$ cat src/rtl/qbio_pkg.sv
package qbio_pkg;

  typedef enum logic {
    RD_LATCH = 1'b0,
    RD_PIN   = 1'b1
  } rd_src_e;

  // strong pull-down is on exactly when the latch bit is clear
  function automatic logic pull_down_on(input logic latch_bit);
    return ~latch_bit;
  endfunction

  // weak pull-up follows a set latch bit unless the port is open-drain
  function automatic logic weak_up_on(input logic latch_bit, input logic open_drain);
    return open_drain ? 1'b0 : latch_bit;
  endfunction

endpackage

$ cat src/rtl/qbio_latch.sv
module qbio_latch #(
  parameter int WIDTH = 8,
  parameter int ADDR_W = 8,
  parameter logic [ADDR_W-1:0] PORT_ADDR = 8'h90
) (
  input  logic              clk,
  input  logic              rst_n,
  input  logic [ADDR_W-1:0] addr,
  input  logic              wr,
  input  logic [WIDTH-1:0]  wdata,
  output logic              addr_hit,
  output logic [WIDTH-1:0]  latch_q
);

  localparam logic [WIDTH-1:0] RESET_VAL = '1;

  logic wr_hit;

  assign addr_hit = (addr == PORT_ADDR);
  assign wr_hit   = wr & addr_hit;

  always_ff @(posedge clk or negedge rst_n) begin
    if (!rst_n) latch_q <= RESET_VAL;
    else if (wr_hit) latch_q <= wdata;
  end


  write_upd_chk: assert property (@(posedge clk) disable iff (!rst_n)
    (wr && addr == PORT_ADDR) |=> (latch_q == $past(wdata)));


  write_hold_chk: assert property (@(posedge clk) disable iff (!rst_n)
    !(wr && addr == PORT_ADDR) |=> $stable(latch_q));

endmodule

$ cat src/rtl/qbio_sync.sv
module qbio_sync #(
  parameter int WIDTH = 8,
  parameter int STAGES = 2
) (
  input  logic             clk,
  input  logic             rst_n,
  input  logic [WIDTH-1:0] pad_in,
  output logic [WIDTH-1:0] pin_q
);

  localparam logic [STAGES-1:0][WIDTH-1:0] RESET_VAL = '1;

  logic [STAGES-1:0][WIDTH-1:0] stg;
  logic [1:0]                   warm;

  always_ff @(posedge clk or negedge rst_n) begin
    if (!rst_n) stg <= RESET_VAL;
    else        stg <= {stg[STAGES-2:0], pad_in};
  end

  assign pin_q = stg[STAGES-1];

  // counts clean edges since reset, saturating, for the latency check
  always_ff @(posedge clk or negedge rst_n) begin
    if (!rst_n)             warm <= '0;
    else if (warm != 2'd3)  warm <= warm + 2'd1;
  end

  generate
    if (STAGES == 2) begin : g_lat_chk

      sync_lat_chk: assert property (@(posedge clk) disable iff (!rst_n)
        (warm >= 2'd2) |-> (pin_q == $past(pad_in, 2)));
    end
  endgenerate

endmodule

$ cat src/rtl/qbio_drive.sv
module qbio_drive #(
  parameter int WIDTH = 8,
  parameter bit OPEN_DRAIN = 1'b0
) (
  input  logic             clk,
  input  logic             rst_n,
  input  logic [WIDTH-1:0] latch_q,
  output logic [WIDTH-1:0] pd_en,
  output logic [WIDTH-1:0] pu_en
);
  import qbio_pkg::*;

  generate
    for (genvar i = 0; i < WIDTH; i++) begin : g_bit
      assign pd_en[i] = pull_down_on(latch_q[i]);
      assign pu_en[i] = weak_up_on(latch_q[i], OPEN_DRAIN);
    end
  endgenerate


  no_fight_chk: assert property (@(posedge clk) disable iff (!rst_n)
    (pd_en & pu_en) == '0);

  generate
    if (OPEN_DRAIN) begin : g_od_chk

      od_no_pullup_chk: assert property (@(posedge clk) disable iff (!rst_n)
        pu_en == '0);
    end
  endgenerate

endmodule

$ cat src/rtl/qbio_port.sv
module qbio_port #(
  parameter int WIDTH = 8,
  parameter int ADDR_W = 8,
  parameter logic [ADDR_W-1:0] PORT_ADDR = 8'h90,
  parameter bit OPEN_DRAIN = 1'b0,
  parameter int SYNC_STAGES = 2
) (
  input  logic              clk,
  input  logic              rst_n,
  input  logic [ADDR_W-1:0] bus_addr,
  input  logic              bus_wr,
  input  logic [WIDTH-1:0]  bus_wdata,
  input  logic              rd_pin_sel,
  output logic [WIDTH-1:0]  bus_rdata,
  input  logic [WIDTH-1:0]  pad_in,
  output logic [WIDTH-1:0]  pad_pd_en,
  output logic [WIDTH-1:0]  pad_pu_en
);
  import qbio_pkg::*;

  logic             addr_hit;
  logic [WIDTH-1:0] latch_q;
  logic [WIDTH-1:0] pin_q;
  rd_src_e          rd_src;

  qbio_latch #(.WIDTH(WIDTH), .ADDR_W(ADDR_W), .PORT_ADDR(PORT_ADDR)) u_latch (
    .clk(clk), .rst_n(rst_n), .addr(bus_addr), .wr(bus_wr), .wdata(bus_wdata),
    .addr_hit(addr_hit), .latch_q(latch_q)
  );

  qbio_sync #(.WIDTH(WIDTH), .STAGES(SYNC_STAGES)) u_sync (
    .clk(clk), .rst_n(rst_n), .pad_in(pad_in), .pin_q(pin_q)
  );

  qbio_drive #(.WIDTH(WIDTH), .OPEN_DRAIN(OPEN_DRAIN)) u_drive (
    .clk(clk), .rst_n(rst_n), .latch_q(latch_q), .pd_en(pad_pd_en), .pu_en(pad_pu_en)
  );

  assign rd_src = rd_src_e'(rd_pin_sel);

  always_comb begin
    bus_rdata = '0;
    if (addr_hit) bus_rdata = (rd_src == RD_PIN) ? pin_q : latch_q;
  end


  miss_zero_chk: assert property (@(posedge clk) disable iff (!rst_n)
    (bus_addr != PORT_ADDR) |-> (bus_rdata == '0));


  latch_read_chk: assert property (@(posedge clk) disable iff (!rst_n)
    (bus_addr == PORT_ADDR && !rd_pin_sel) |-> (bus_rdata == ~pad_pd_en));

endmodule

$ cat config.mk
export PLATFORM = sky130hd
export DESIGN_NAME = qbio_port
export DESIGN_NICKNAME = d
export VERILOG_FILES = /design/src/rtl/qbio_pkg.sv /design/src/rtl/qbio_latch.sv /design/src/rtl/qbio_sync.sv /design/src/rtl/qbio_drive.sv /design/src/rtl/qbio_port.sv
export SDC_FILE = /design/constraint.sdc
export NUM_CORES = 1
export LEC_CHECK = 0
export ABC_AREA = 1
export BUFFER_PORTS_ARGS = -buffer_cell sky130_fd_sc_hd__buf_2
export CAP_MARGIN = 15
export CORE_UTILIZATION = 50
export DETAILED_ROUTE_END_ITERATION = 12
export PLACE_DENSITY = 0.92
export SETUP_SLACK_MARGIN = 0.4
export SLEW_MARGIN = 5
export SYNTH_ARGS = -nofsm -noshare
export SYNTH_HDL_FRONTEND = slang
export SYNTH_HIERARCHICAL = 1
export SYNTH_SLANG_ARGS = --single-unit
$ cat constraint.sdc
create_clock -name clk -period 2.21 [get_ports clk]
set_input_delay 0.3315 -clock clk [delete_from_list [all_inputs] [get_ports clk]]
set_output_delay 0.3315 -clock clk [all_outputs]
set_load 0.02 [all_outputs]
==> results.cfg <==
[status]
outcome = completed

[global_routing]
grt_pass1_wl_um = 3630
overflow = 0
antenna_found_initial = 0
grt_use_total_pct = 19.0
grt_pass1_vias = 870
grt_max_degree = 25

[worst_setup_path]
rr_endpoint = u_latch/latch_q[0]
critPathMostFrequentCell = buf_2
timing.rr.start = u_latch/latch_q[0]
path_class = primary input to output port
end_kind = output port
reg2regPathDepth = 2
crit_family = simple AND/OR/NAND/NOR gates
start_kind = primary input
crit_arrival_ns = 1.33
crit_fanout = 8
r2r_slack_ns = 1.45
critPathBufInv = 3
crit_cells = 8
worstPathCellList = buf_2 > nor2_2 > inv_1 > nor2_4 > and2_4 > nand2_1 > nor2_1 > buf_2
cp_slowest_cell = and2_4
slowest_delay_ns = 0.20
critical_path_required_ns = 1.88

[sta]
finClkSkew_ns = 0.00182
fmax_ghz = 0.602
grt_setup_unrepaired = no
tightest_slew_ns = 0.490
relSlewSlack_pct = 67.3
fin_crit_sh_pct = 75.1
final_max_slew_viol_count = 0
fin_setup_tns_ns = 0
hold_viol = 0
hold_slack_ns = 0.105
setup_viol = 0
setup_ws_ns = 0.549
period_minus_slack_ns = 1.66

[layout]
n_antenna_cell = 0
design_area_um2 = 1400
fill_cells = 212
multi_input_area_um2 = 335
instances_no_fill = 200
drive_above_1_share_pct = 52.9
final-seq-area_um2 = 631
nets = 201
final_util_pct = 61.9
syn_to_final_growth_pct = 14.4

[floorplan]
die-area_um2 = 2640
pin_count = 52
core_area_um2 = 2250
fp-row-count = 17
die_h_um = 51.4
die_w_um = 51.4
start_util_pct = 54.1

[clock_network]
clock_latency_ns = 0.31
post_cts_buffers = 0
clkSlewWorstSetupHoldPaths_ns = 0.13
cts_buffers = 3
root_buffer = clkbuf_4
cts_hold_buf = 0
cts_sinks = 24
h-tree-depth = 1
clockBufferDepth = 2
cts_tree = built
cts.repair.resized = 0

[pwr]
finalPower_uw = 907
p_leak_nw = 0.745
peakVddDrop_mv = 0.552
power_density_nw_per_um2 = 650

[synth]
synth_edf_count = 0
async_flop_share_pct = 100
synth_area_leaders = dfstp_2 (52%), buf_4 (10%), nand2_1 (10%), inv_1 (7.1%), nor2_1 (5.2%)
ys.warnings.count = 6
synth_area_per_cell_um2 = 8.90
synth.top_cell.area_share_pct = 51.7
yosysSeqAreaShare_pct = 51.7
synth_fp_nets = 165
yosysTopAreaCell = dfstp_2
ys.flop_type = dfstp_2
ys_top_cells_by_count = nand2_1 (33), dfstp_2 (24), inv_1 (23)
ys_seq_elements = 24
synthCells = 137
yosysMostFrequentCell = nand2_1
synth.distinct_cells = 14
synth_area_um2 = 1220

[min_path]
min_from = pad_in[3]
hold_depth = 1
hold_class = primary input to flip-flop
hold_path_end = u_sync/stg[3]

[route]
ant_nets = 0
via_per_inst = 4.54
wl_per_cell_um = 10.8
drc_errors = 0
drt_first_pass_iters = 4
vias = 908
wirelength_um = 2170
drt_iter0_markers = 16

[place]
dp_hpwl_um = 1640
place_inst = 196
place_area_um2 = 1340
io_buffers = 51
gp_congestion = 0.699
place_ws_ns = 0.532

[job]
cap_violations = 0
final cells by class:
class	instances	share of cell area, %
clock buffers	3	1.61
flip-flops and latches	24	45.2
repair buffers	51	18.3
inverters	23	6.19
clock inverters	1	2.15
well taps	28	2.51
multi-input cells	70	24.0
power by group:
part | internal [mW] | leakage [nW] | switching, mW
clock network | 0.183 | 0.0279 | 0.127
logic | 0.0397 | 0.466 | 0.0667
registers | 0.479 | 0.251 | 0.0116
total | 0.702 | 0.745 | 0.206
layout by cell type, fill, tap and decap left out:
cell type | Yosys | layout
and2_4 | 0 | 1
buf_2 | 0 | 51
bufinv_16 | 0 | 1
clkbuf_4 | 0 | 3
dfstp_2 | 24 | 24
inv_1 | 23 | 23
nand2_1 | 33 | 33
nand2_2 | 4 | 4
nand3_1 | 8 | 8
nand3_4 | 1 | 1
nor2_1 | 17 | 17
nor2_2 | 4 | 4
nor2_4 | 1 | 1
nor2_8 | 1 | 1
worst max-delay path by stage:
stage / slack [ns] / to / startpoint
global placement: 0.55 / bus_rdata[0] / bus_addr[3]
global route: 0.45 / bus_rdata[0] / bus_addr[3]
finish: 0.55 / bus_rdata[0] / bus_addr[3]
detailed placement: 0.53 / bus_rdata[0] / bus_addr[3]
CTS: 0.50 / bus_rdata[0] / bus_addr[3]
floorplan: 0.67 / bus_rdata[0] / bus_addr[3]
per-layer routing:
metal / track usage, % / up-vias / routed length (um)
met4: 9.01 / 0 / 12
met5: 0 / - / 0
met1: 18.6 / 417 / 810
li1: - / 450 / -
met2: 37.4 / 39 / 1210
met3: 2.98 / 2 / 137
state kept, by name (all words and copies together) (netlist names):
| register | cells |
|---|---|
| u_latch/latch_q | 8 |
| u_sync/pin_q | 8 |
| u_sync/stg | 8 |
kinds of logic (layout without fill, tap and decap cells):
kind of cell	Yosys count	after routing	synth area share [%]
AND/OR/NAND/NOR	70	70	27.4
flip-flops	24	24	51.7
buffers and inverters	43	78	20.9
No activity file was read; power rests on OpenSTA's default activity.
